[src/rtl/hsr_pkg.sv]
package hsr_pkg;

    // Line tracker lock progression
    typedef enum logic [1:0] {
        TRK_IDLE,   // no edge seen
        TRK_ONE,    // one edge seen, no interval yet
        TRK_CAND,   // one interval measured, awaiting a matching one
        TRK_LOCK    // period established
    } trk_state_e;

    // Synchronised input view
    typedef struct packed {
        logic level;  // synchronised sync level
        logic fall;   // one-cycle strobe on a high-to-low transition
    } edge_t;

    // Tracker result for the pulse generator and output stage
    typedef struct packed {
        logic locked; // period valid
        logic hd;     // period below high-definition limit
        logic fire;   // accepted edge while locked
    } trk_t;

    // Two interval values agree within a tolerance
    function automatic logic close_enough(input logic [15:0] a,
                                          input logic [15:0] b,
                                          input logic [15:0] tol);
        logic [15:0] d;
        d = (a > b) ? (a - b) : (b - a);
        return d <= tol;
    endfunction

endpackage

[src/rtl/hsr_edge_in.sv]
module hsr_edge_in
    import hsr_pkg::*;
#(
    parameter int STAGES = 2
) (
    input  logic  clk,
    input  logic  rst,
    input  logic  din_n,
    output edge_t ev_o
);
    logic [STAGES-1:0] chain;
    logic              last;

    always_ff @(posedge clk) begin
        if (rst) begin
            chain <= '1;
            last  <= 1'b1;
        end else begin
            chain <= {chain[STAGES-2:0], din_n};
            last  <= chain[STAGES-1];
        end
    end

    always_comb begin
        ev_o.level = chain[STAGES-1];
        ev_o.fall  = last & ~chain[STAGES-1];
    end
endmodule

[src/rtl/hsr_line_track.sv]
module hsr_line_track
    import hsr_pkg::*;
#(
    parameter int CNT_W    = 10,
    parameter int TOL      = 1,
    parameter int HD_LIMIT = 100
) (
    input  logic  clk,
    input  logic  rst,
    input  edge_t ev_i,
    output trk_t  trk_o
);
    localparam logic [CNT_W-1:0] CNT_MAX = {CNT_W{1'b1}};
    localparam logic [CNT_W-1:0] HD_LIM  = CNT_W'(HD_LIMIT);

    trk_state_e       st;
    logic [CNT_W-1:0] cnt;
    logic [CNT_W-1:0] cand;
    logic [CNT_W-1:0] period;
    logic [CNT_W-1:0] thr;
    logic             accept;
    logic             matched;
    logic             stale;

    always_comb begin
        thr     = period - (period >> 2);
        accept  = ev_i.fall && ((st != TRK_LOCK) || (cnt >= thr));
        matched = close_enough(16'(cnt), 16'(cand), 16'(TOL));
        stale   = ({1'b0, cnt} > {period, 1'b0});
    end

    always_ff @(posedge clk) begin
        if (rst) begin
            st     <= TRK_IDLE;
            cnt    <= '0;
            cand   <= '0;
            period <= '0;
        end else begin
            if (accept)
                cnt <= CNT_W'(1);
            else if (cnt != CNT_MAX)
                cnt <= cnt + 1'b1;

            if (accept) begin
                case (st)
                    TRK_IDLE: st <= TRK_ONE;
                    TRK_ONE: begin
                        st   <= TRK_CAND;
                        cand <= cnt;
                    end
                    TRK_CAND: begin
                        cand <= cnt;
                        if (matched) begin
                            st     <= TRK_LOCK;
                            period <= cnt;
                        end
                    end
                    TRK_LOCK: begin
                        cand <= cnt;
                        if (matched)
                            period <= cnt;
                    end
                endcase
            end else if (st == TRK_LOCK && stale) begin
                st <= TRK_IDLE;
            end
        end
    end

    always_comb begin
        trk_o.locked = (st == TRK_LOCK);
        trk_o.hd     = (period < HD_LIM);
        trk_o.fire   = accept && (st == TRK_LOCK);
    end

    // an early edge while locked leaves the line timer running
    p_early_fall_ignored_r4: assert property (@(posedge clk) disable iff (rst)
        (st == TRK_LOCK && ev_i.fall && cnt < thr && cnt != CNT_MAX)
        |=> (cnt == $past(cnt) + 1'b1));
endmodule

[src/rtl/hsr_pulse_gen.sv]
module hsr_pulse_gen
    import hsr_pkg::*;
#(
    parameter int CNT_W = 10,
    parameter int W_SD  = 10,
    parameter int W_HD  = 4
) (
    input  logic clk,
    input  logic rst,
    input  trk_t trk_i,
    output logic low_o
);
    localparam logic [CNT_W-1:0] SD_LOAD = CNT_W'(W_SD - 1);
    localparam logic [CNT_W-1:0] HD_LOAD = CNT_W'(W_HD - 1);

    logic [CNT_W-1:0] rem;

    always_ff @(posedge clk) begin
        if (rst || !trk_i.locked) begin
            low_o <= 1'b0;
            rem   <= '0;
        end else if (trk_i.fire) begin
            low_o <= 1'b1;
            rem   <= trk_i.hd ? HD_LOAD : SD_LOAD;
        end else if (low_o) begin
            if (rem != '0)
                rem <= rem - 1'b1;
            else
                low_o <= 1'b0;
        end
    end
endmodule

[src/rtl/hsync_regen.sv]
module hsync_regen
    import hsr_pkg::*;
#(
    parameter int SYNC_STAGES = 2,
    parameter int CNT_W       = 10,
    parameter int TOL         = 1,
    parameter int HD_LIMIT    = 100,
    parameter int W_SD        = 10,
    parameter int W_HD        = 4
) (
    input  logic clk,
    input  logic rst,
    input  logic csync_in_n,
    output logic csync_out_n,
    output logic hsync_out_n,
    output logic hd_out_n
);
    localparam int               WMAX   = (W_SD > W_HD) ? W_SD : W_HD;
    localparam logic [CNT_W-1:0] WMAX_C = CNT_W'(WMAX);

    edge_t ev;
    trk_t  trk;
    logic  h_low;
    logic  cs_q;
    logic  hd_n_q;

    hsr_edge_in #(.STAGES(SYNC_STAGES)) u_edge (
        .clk   (clk),
        .rst   (rst),
        .din_n (csync_in_n),
        .ev_o  (ev)
    );

    hsr_line_track #(.CNT_W(CNT_W), .TOL(TOL), .HD_LIMIT(HD_LIMIT)) u_track (
        .clk   (clk),
        .rst   (rst),
        .ev_i  (ev),
        .trk_o (trk)
    );

    hsr_pulse_gen #(.CNT_W(CNT_W), .W_SD(W_SD), .W_HD(W_HD)) u_pulse (
        .clk   (clk),
        .rst   (rst),
        .trk_i (trk),
        .low_o (h_low)
    );

    always_ff @(posedge clk) begin
        if (rst) begin
            cs_q   <= 1'b0;
            hd_n_q <= 1'b1;
        end else begin
            cs_q   <= trk.locked & ev.level;
            hd_n_q <= ~(trk.locked & trk.hd);
        end
    end

    assign csync_out_n = cs_q;
    assign hsync_out_n = ~h_low;
    assign hd_out_n    = hd_n_q;

    // Assertion support: length of the current low run on the horizontal output
    logic [CNT_W-1:0] low_run;
    always_ff @(posedge clk) begin
        if (rst)
            low_run <= '0;
        else if (trk.fire)
            low_run <= CNT_W'(1);
        else if (!hsync_out_n && low_run != {CNT_W{1'b1}})
            low_run <= low_run + 1'b1;
        else if (hsync_out_n)
            low_run <= '0;
    end

    // horizontal pulse starts together with the pass-through sync edge
    p_fire_aligned_r1: assert property (@(posedge clk) disable iff (rst)
        $fell(hsync_out_n) |-> $fell(csync_out_n));

    // no pulse outlasts the longer configured width
    p_width_max_r2: assert property (@(posedge clk) disable iff (rst)
        !hsync_out_n |-> (low_run != '0 && low_run <= WMAX_C));

    // pass-through forced low when not locked
    p_csync_lost_r6: assert property (@(posedge clk) disable iff (rst)
        !trk.locked |=> !csync_out_n);

    // definition flag released when not locked
    p_hd_unlocked_r7: assert property (@(posedge clk) disable iff (rst)
        !trk.locked |=> hd_out_n);
endmodule

[config.mk]
export PLATFORM = sky130hd
export DESIGN_NAME = hsync_regen
export DESIGN_NICKNAME = d
export VERILOG_FILES = /design/src/rtl/hsr_pkg.sv /design/src/rtl/hsr_edge_in.sv /design/src/rtl/hsr_line_track.sv /design/src/rtl/hsr_pulse_gen.sv /design/src/rtl/hsync_regen.sv
export SDC_FILE = /design/constraint.sdc
export NUM_CORES = 1
export LEC_CHECK = 0
export BUFFER_PORTS_ARGS = -buffer_cell sky130_fd_sc_hd__buf_2
export CORE_ASPECT_RATIO = 1.5
export CORE_UTILIZATION = 25
export CTS_CLUSTER_SIZE = 20
export DETAILED_ROUTE_END_ITERATION = 12
export SYNTH_ARGS = -nofsm -noshare
export SYNTH_HDL_FRONTEND = slang
export SYNTH_SLANG_ARGS = --single-unit
[constraint.sdc]
create_clock -name clk -period 9.5 [get_ports clk]
set_clock_uncertainty 0.2 [all_clocks]
set_input_delay 1.425 -clock clk [delete_from_list [all_inputs] [get_ports clk]]
set_output_delay 1.425 -clock clk [all_outputs]
set_load 0.02 [all_outputs]
Word level (Yosys, flattened, before mapping). Cells that the tools add are included.

Register bits: 48. Bits of input ports: 3. Word-level logic and storage cells: 67.

Add/subtract/negate cells: 5. $lt $le $gt $ge: 5. Eq/ne operators: 7. Mux-type cells: 14. Bitwise gates (word level): 6. Reduce and logical (&&, ||, !) cells: 19.

Operators by type and width (count): 10-bit 2-to-1 mux (3); 10-bit by 10-bit subtractor with 11-bit output (2); 16-bit by 1-bit less-or-equal comparator with 1-bit output (second input constant) (1); 16-bit 2-to-1 mux (1); 10-bit by 11-bit greater-than comparator with 1-bit output (1); 10-bit by 1-bit adder with 10-bit output (second input constant) (1); 10-bit greater-or-equal comparator (1); 10-bit greater-than comparator (1); 10-bit by 7-bit < comparator with 1-bit output (second input constant) (1); 10-bit != test (second input constant) (1); 10-bit nonzero test (1); 10-bit by 1-bit subtractor with 10-bit output (second input constant) (1); 10-bit by 8-bit subtractor with 10-bit output (1); 2-bit nonzero test (4); 2-bit 2-to-1 mux (3); 2-bit case mux with 3 select lines (1); 3-bit AND reduction (2); 1-bit 2-to-1 mux (5); 2-bit equality test (second input constant) (2); 4-bit 2-to-1 mux (1); 4-bit != test (second input constant) (1); 2-bit AND reduction (2); 2-bit OR reduction (2); 1-bit AND (3); 9 further kinds (14).

Depth between registers and ports, before layout. Gate-level depths: netlist (run 1).

Depth after elaboration: 7. Gate-level depth with buffers: 21.

Modules after synthesis. A second synthesis (run 1) with hierarchy kept.

Cells, all modules: 487. Area, all modules: 3966.3 um^2.

Modules (own cells, without submodules): hsr_line_track (instances 1, cells an instance 402, area an instance 3184.3 um^2, seq. area each 640.6 um^2); hsr_pulse_gen (instances 1, cells an instance 72, area an instance 629.4 um^2, seq. area each 220.2 um^2); hsr_edge_in (instances 1, cells an instance 8, area an instance 92.6 um^2, seq. area each 60.1 um^2); hsync_regen (instances 1, cells an instance 5, area an instance 60.1 um^2, seq. area each 40.0 um^2).

Worst setup path after synthesis (run 1). Ideal clock, no wire load.

Kind: register -> register. From: register u_track.period[3]. To: register u_track.cand[0]. Setup time: 128 ps. Arrival: 3772 ps. Data required time: 9172 ps. Setup slack: 5401 ps. Cell stages (with the launch flop): 20. Buffers on the path: 0. Period minus slack after synthesis: 4099 ps. Path through: dfxtp_1 > inv_1 > ha_1 > nor2b_1 > o21ai_0 > a21oi_1 > o21ai_0 > a21oi_1 > o21ai_0 > nand2b_1 > a211oi_1 > xnor2_1 > ha_1 > and3_1 > o211ai_1 > o21ai_0 > o21ai_1 > nor2_1 > mux2i_1 > nor2_1.

Longest elaborated chain between the ends: 5.

RTL lines: from (decl) (line hsr_line_track.sv:19) `logic [CNT_W-1:0] period;`; from (signal assigned) (line hsr_line_track.sv:55) `period <= cnt;`; from (signal assigned) (line hsr_line_track.sv:61) `period <= cnt;`; 10-bit by 8-bit subtractor with 10-bit output (line hsr_line_track.sv:26) `thr = period - (period >> 2);`; 10-bit greater-or-equal comparator (line hsr_line_track.sv:27) `accept = ev_i.fall && ((st != TRK_LOCK) || (cnt >= thr));`; 1-bit logical OR (line hsr_line_track.sv:27); 1-bit logical AND (line hsr_line_track.sv:27); 2-bit AND reduction (no source line); to (signal assigned) (line hsr_line_track.sv:49) `cand <= cnt;`; to (signal assigned) (line hsr_line_track.sv:52) `cand <= cnt;`; to (signal assigned) (line hsr_line_track.sv:59) `cand <= cnt;`; to (decl) (line hsr_line_track.sv:18) `logic [CNT_W-1:0] cand;`.

Every way passes these cells. A chain may end at the register's enable or synchronous reset.

Final worst setup path (run 1).
From: register u_track.period[3]. To: register u_track.cand[4].

Same word-level chain as after synthesis.

==> results of run 1 <==
-- area by class of cell --
| cell class | instances | area [µm²] | share of cell area, % |
|---|---|---|---|
| flip-flops and latches | 48 | 961 | 22.9 |
| clock buffers | 5 | 125 | 2.98 |
| clock inverters | 3 | 18.8 | 0.447 |
| multi-input cells | 366 | 2630 | 62.6 |
| inverters | 51 | 191 | 4.55 |
| well taps | 199 | 249 | 5.92 |
| repair buffers | 5 | 25.0 | 0.595 |
-- cells in the final DEF, fill, tap and decap left out, types with 14 or more instances in the layout --
master	synthesis	routed
ha_1	54	54
inv_1	51	51
nor2_1	49	49
dfxtp_1	48	48
a21oi_1	39	39
o21ai_0	23	23
nand2_1	22	22
nand3_1	21	21
xnor2_1	20	20
mux2i_1	14	14
-- synth_stat cells, types with 2 or more instances --
cell type / number
ha_1: 54
nand3b_1: 3
fa_1: 3
mux2i_1: 14
a311oi_1: 2
buf_2: 4
and3_1: 4
o211ai_1: 5
dfxtp_1: 48
nand4_1: 5
nor3_1: 9
a211o_1: 2
o21bai_1: 2
a21boi_0: 2
nand2b_1: 7
buf_6: 3
nand3_1: 21
a21o_1: 7
nand2_1: 22
a221oi_1: 2
inv_1: 51
o211a_1: 3
o21ai_0: 23
or2_2: 5
nor2_1: 49
nor4_1: 5
o21a_1: 7
or4_1: 5
or3_1: 7
and2_1: 5
xor2_1: 5
nor2b_1: 6
clkbuf_1: 5
xnor2_1: 20
a21oi_1: 39
a211oi_1: 9
-- how the worst max path moves through the flow --
stage / to / slack [ns]
after global placement: u_track.cand[2] / 4.89
after global routing: u_track.cand[7] / 4.31
after floorplan: u_track.cand[0] / 5.40
final: u_track.cand[4] / 4.86
after detailed placement: u_track.cand[3] / 4.80
after CTS: u_track.cand[0] / 4.79
-- power by group --
group          internal (µW)  leakage [µW]  switching (µW)
Clock                   97.2     0.0000736            79.7
Combinational           26.3       0.00117            35.7
Sequential               203      0.000388            3.47
Total                    327       0.00164             119
-- registers in the layout, indices dropped and copies added (netlist names), 2 cells and up --
| signal | cells |
|---|---|
| u_track.cnt | 10 |
| u_edge.chain | 2 |
| u_track.period | 10 |
| u_pulse.rem | 10 |
| u_track.cand | 10 |
| u_track.st | 2 |
-- per-layer routing --
metal | up-vias | global-route usage [%] | wire length [µm] | share of wire, %
met5 | - | 0 | 0 | 0
met4 | 0 | 5.63 | 316 | 3.7
met3 | 18 | 1.68 | 92 | 1.1
met2 | 22 | 21.6 | 4460 | 52
met1 | 1471 | 12.6 | 3730 | 43
li1 | 1672 | - | - | -
-- metrics by stage --
stage | cells | cell area [µm²] | total power, µW
3_5_place_dp | 669 | 4060 | 274
2_1_floorplan | 477 | 3860 | 259
5_1_grt | 677 | 4200 | 467
4_1_cts | 677 | 4200 | 452
6_report | 677 | 4200 | 445
3_3_place_gp | 669 | 4060 | 273
-- logic make-up after synthesis --
group / count (synthesis)
and+or+nand+nor: 155
xor gates and xnor gates: 25
adders and majority gates: 57
AOI/OAI and AO/OA: 115
muxes: 14
buffers and inverters: 63
DFF: 48
==> flow_metrics.tcl, run 1 <==
set metrics [dict create \
    critical_path_required_ns 9.46 \
    die_area_mm2 0.0159 \
    grt_max_degree 29 \
    synth_mux_area_share_pct 3.63 \
    place_worst_setup_slack_ns 4.80 \
    final_util_pct 27.9 \
    ys_ff_latch 48 \
    numCtsBuffers 5 \
    clock_latency_ns 0.29 \
    grt_antenna_before_repair 0 \
    synth_compound_area_share_pct 20.0 \
    globalplace.congestion 0.795 \
    hold_viol_final 0 \
    h-tree-depth 2 \
    ios 6 \
    coreArea_mm2 0.0151 \
    worstPathMaxFanout 10 \
    grt_pass1_vias 3207 \
    grt_usage_pct 11.7 \
    crit_top_cell "o21ai_0" \
    async_flop_share_pct 0 \
    clkTransAtPathRegs_ns 0.07 \
    maxCapViolCount 0 \
    whs_endpoint "u_edge.chain[1]" \
    nNetsFinal 537 \
    die_h_um 154 \
    initialDrtViolationCount 101 \
    cts_post_setup_buffers_inserted 0 \
    synth.distinct_cells 50 \
    r2r-start "u_track.period[3]" \
    drtPass1Iterations 4 \
    finalMaxSlewViolations 0 \
    grt_pass1_wl_um 14800 \
    layout-drive-gt1-share_pct 4.81 \
    diodes 0 \
    fill_cells 1628 \
    hold_start "u_edge.chain[0]" \
    clk_path_buf_depth 2 \
    fin_tns_setup_ns 0 \
    critical_path.slowest_cell "nor2_1" \
    setup-violations-final 0 \
    critical_path.top_delay_family "compound AO/OA/AOI/OAI gates" \
    cts_resized 0 \
    ff2ff_setup_slack_ns 4.86 \
    ir_drop_mv 0.0611 \
    clock.fmax_ghz 0.216 \
    hold_class "flop to flop" \
    synth_xor_xnor_area_share_pct 5.68 \
    startpoint "u_track.period[3]" \
    synthAdderAreaFrac_pct 19.1 \
    synth_top_family_by_area "compound AO/OA/AOI/OAI gates" \
    path_cells "inv_1 -> ha_1 -> nor2b_1 -> o21ai_0 -> a21oi_1 -> o21ai_0 -> a21oi_1 -> o21ai_0 -> nand2b_1 -> a211oi_1 -> xnor2_1 -> ha_1 -> and3_1 -> o211ai_1 -> o21ai_0 -> o21ai_1 -> nor2_1 -> mux2i_1 -> nor2_1" \
    wirelength_um 8600 \
    critPathArrivalTime_ns 4.60 \
    min_period_ns 4.64 \
    area_growth_pct 8.95 \
    grt_setup_unrepaired "no" \
    slew-limit-headroom_pct 27.8 \
    worstReg2RegEnd "u_track.cand[4]" \
    endpoint_kind "flop" \
    status "finished clean" \
    critical_path_buf_inv_count 1 \
    ys_seq_area_share_pct 24.9 \
    antenna_left 0 \
    hold-worst-slack_ns 0.217 \
    tightest_slew_ns 1.08 \
    rr_worst_depth 19 \
    ys.warnings.count 0 \
    dieWidth_um 103 \
    period_share_pct 48.8 \
    synth_simple_gate_area_share_pct 19.9 \
    syn-instance-count 477 \
    clock-sinks 48 \
    synthFlopType "dfxtp_1" \
    fin_ws_ns 4.86 \
    syn-cell-area_mm2 0.00386 \
    place_hpwl_um 6880 \
    worstSetupPathType "flop to flop" \
    p_per_area_mw_per_mm2 106 \
    port_buffers 5 \
    gr-total-overflow 0 \
    ctsHoldBuffers 0 \
    synth-edff-count 0 \
    cts_tree "built" \
    yosys.area.top_type "dfxtp_1" \
    drc 0 \
    cts_root_buffer "clkbuf_16" \
    crit_cells 19 \
    initial_core_util_pct 25.6 \
    slowest_delay_ns 0.86 \
    avgRoutedWirePerCell_um 12.7 \
    routed_via_density 4.70 \
    rows 55 \
    synthTopCellsByArea "dfxtp_1, ha_1, a21oi_1" \
    leakagePower_uw 0.00164 \
    synthesis.nets 537 \
    holdPathStages 1 \
    worst_setup_path_start_kind "flop" \
    syn_avg_cell_area_um2 8.09 \
    via_count 3183 \
    synth_top_cell_area_share_pct 24.9 \
]
Power figures use the tool's default switching activity.
==> inputs of run 2 (changes only) <==
--- a/config.mk
+++ b/config.mk
@@ -5,6 +5,7 @@
 export SDC_FILE = /design/constraint.sdc
 export NUM_CORES = 1
 export LEC_CHECK = 0
+export ABC_AREA = 1
 export BUFFER_PORTS_ARGS = -buffer_cell sky130_fd_sc_hd__buf_2
 export CORE_ASPECT_RATIO = 1.5
 export CORE_UTILIZATION = 25
==> constraint.sdc (replaced) <==
create_clock -name clk -period 3.77 [get_ports clk]
set_clock_uncertainty 0.2 [all_clocks]
set_input_delay 0.5655 -clock clk [delete_from_list [all_inputs] [get_ports clk]]
set_output_delay 0.5655 -clock clk [all_outputs]
set_load 0.02 [all_outputs]
==> run 2 against run 1 <==
Area after synthesis grew 7.1%; final cell count up 30%; critical path type unchanged; worst setup slack got worse by 4.7 ns; critical endpoint is now u_track.period[9].
==> flow_metrics.tcl, run 2 <==
set metrics [dict create \
    p_per_area_mw_per_mm2 266 \
    initial_core_util_pct 25.5 \
    drtPass1Iterations 5 \
    async_flop_share_pct 0 \
    synth_common_cells "nand2_1, inv_1, nor2_1, ha_1, a21oi_1" \
    path_cells "inv_2 -> ha_4 -> inv_2 -> fa_2 -> nand3_2 -> nand2_2 -> a21o_1 -> a21oi_2 -> nor2_1 -> o21ai_1 -> nand2_1 -> xor2_1 -> ha_1 -> nand2_2 -> nor2_2 -> o211ai_1 -> nand4_1 -> nand2_2 -> inv_4 -> buf_12 -> nand3_2 -> nor2_2 -> nor2_1" \
    clock-sinks 48 \
    p_seq_share_pct 39.8 \
    hold_viol_final 0 \
    die_area_mm2 0.0171 \
    ir_drop_mv 0.156 \
    ys_ff_latch 48 \
    setup-violations-final 0 \
    syn-cell-area_mm2 0.00413 \
    synth.distinct_cells 35 \
    ys_seq_area_share_pct 23.3 \
    ys.warnings.count 0 \
    final_cell_mix "nand2_1, inv_1, nor2_1" \
    avgRoutedWirePerCell_um 11.9 \
    slew-limit-headroom_pct 46.7 \
    initialDrtViolationCount 161 \
    comb_power_share_pct 22.2 \
    grt_max_degree 25 \
    antenna_left 0 \
    clk_path_buf_depth 2 \
    final_cells 882 \
    place_worst_setup_slack_ns -0.00623 \
    dpl.cell_count 868 \
    drc 0 \
    diodes 0 \
    grt_setup_unrepaired "yes" \
    endpoint_kind "flop" \
    worstSetupPathType "flop to flop" \
    wirelength_um 10500 \
    grt_pass1_wl_um 17100 \
    min_period_ns 3.63 \
    die_h_um 159 \
    ctsHoldBuffers 0 \
    rows 57 \
    clock.fmax_ghz 0.276 \
    syn-instance-count 645 \
    grt_pass1_vias 3899 \
    grtUsageMet2_pct 24.1 \
    via_count 3977 \
    leakagePower_uw 0.00240 \
    synthFlopType "dfxtp_1" \
    synth-edff-count 0 \
    clkTransAtPathRegs_ns 0.07 \
    slowest_delay_ns 0.37 \
    synth_top_cell_area_share_pct 23.3 \
    critPathArrivalTime_ns 3.62 \
    globalplace.congestion 0.832 \
    coreArea_mm2 0.0162 \
    layout-drive-gt1-share_pct 15.5 \
    finalMaxSlewViolations 0 \
    power.internal_uw 924 \
    tightest_slew_ns 0.798 \
    ios 6 \
    port_buffers 5 \
    cts_tree "built" \
    h-tree-depth 2 \
    clock_latency_ns 0.29 \
    cts_root_buffer "clkbuf_16" \
    grt_usage_pct 12.4 \
    grt_use_met1_pct 13.1 \
    routed_via_density 4.51 \
    nNetsFinal 737 \
    clkPwrFrac_pct 38.1 \
    numCtsBuffers 5 \
    place_hpwl_um 8010 \
    synth_most_common_cell "nand2_1" \
    yosys.area.top_type "dfxtp_1" \
    hold_class "flop to flop" \
    critical_path_required_ns 3.76 \
    area_growth_pct 19.2 \
    gr-total-overflow 0 \
    synthesis.nets 705 \
    status "finished clean" \
    critical_path.slowest_cell "fa_2" \
    period_share_pct 96.3 \
    synthTopCellsByArea "dfxtp_1, ha_1, nand2_1" \
    syn_avg_cell_area_um2 6.41 \
    maxCapViolCount 0 \
    swShare_pct 29.5 \
    busiest_layer "met2" \
    crit_top_cell "nand2_2" \
    critical_path_buf_inv_count 4 \
    gr-usage-met3_pct 1.35 \
    dieWidth_um 107 \
    worstPathMaxFanout 5 \
    critical_path.top_delay_family "simple AND/OR/NAND/NOR gates" \
    grt_antenna_before_repair 0 \
    power_switching_uw 387 \
    final_common_cell "nand2_1" \
    worst_setup_path_start_kind "flop" \
    fin_ws_ns 0.141 \
]
## run 2: cell types whose count changed in the layout (fill, tap and decap cells not counted), sizes merged, moves of 14 or more
cell   before  now
buf         5   29
xnor2      20    5
mux2i      14    0
nand2      22  171
nand3      21   49
nor2       49   73
inv        51  110
## run 2: cell families (layout without fill, tap and decap cells)
group	Yosys count	in the layout	share of synthesized area, %
AND/OR/NAND/NOR	326	328	34.1
buffers and inverters	116	145	11.2
AO/OA/AOI/OAI	86	86	11.1
adder cells (fa/ha/maj)	57	57	17.8
flip-flops	48	48	23.3
XOR/XNOR	12	12	2.54
## run 2: cell type report
type	count	area, µm²
Clock inverter	1	30.0
Timing Repair Buffer	29	218
Multi-Input combinational cell	483	2910
Tap cell	206	258
Inverter	110	415
Fill cell	1745	11300
Sequential cell	48	968
Clock buffer	5	125
## run 2: metal layers
metal | part of all wire [%] | vias up
met5 | 0 | -
met4 | 3.8 | 0
met3 | 1.5 | 26
met2 | 54 | 41
met1 | 41 | 1774
li1 | - | 2136
## run 2: what timing repair did
action	in CTS	in global routing
pin swaps	0	24
resized for setup	4	53
endpoints found under the setup margin	9	42
buffers inserted	0	6
gates cloned	0	2
## run 2: final timing paths
| path | from | end | slack, ns | cells past startpoint |
|---|---|---|---|---|
| setup / recovery | u_track.period[0] | u_track.period[9] | 0.14 | 23 |
| hold / removal | u_edge.chain[0] | u_edge.chain[1] | 0.21 | 1 |
| setup reg to reg | u_track.period[0] | u_track.period[9] | 0.14 | 23 |
| hold reg to reg | u_edge.chain[0] | u_edge.chain[1] | 0.21 | 1 |
## run 2: through the flow
step | cell area [µm²] | setup TNS, ns | power (µW) | util [%] | hold WS (ns)
global placement | 4510 | 0 | 809 | 27.9 | 0.191
CTS | 4680 | 0 | 1310 | 28.9 | 0.212
floorplan | 4130 | 0 | 745 | - | 0.189
finish | 4930 | 0 | 1310 | 30.4 | 0.211
global route | 4930 | -1.45 | 1390 | 30.4 | 0.229
detailed placement | 4510 | -0.00656 | 812 | 27.9 | 0.193
## run 2: power by group through the flow
stage	Combinational [µW]	Clock, µW	Sequential (µW)
after floorplan	212	0	533
after global placement	276	0	533
after detailed placement	279	0	533
after CTS	281	505	521
after global routing	335	531	522
final	290	499	521
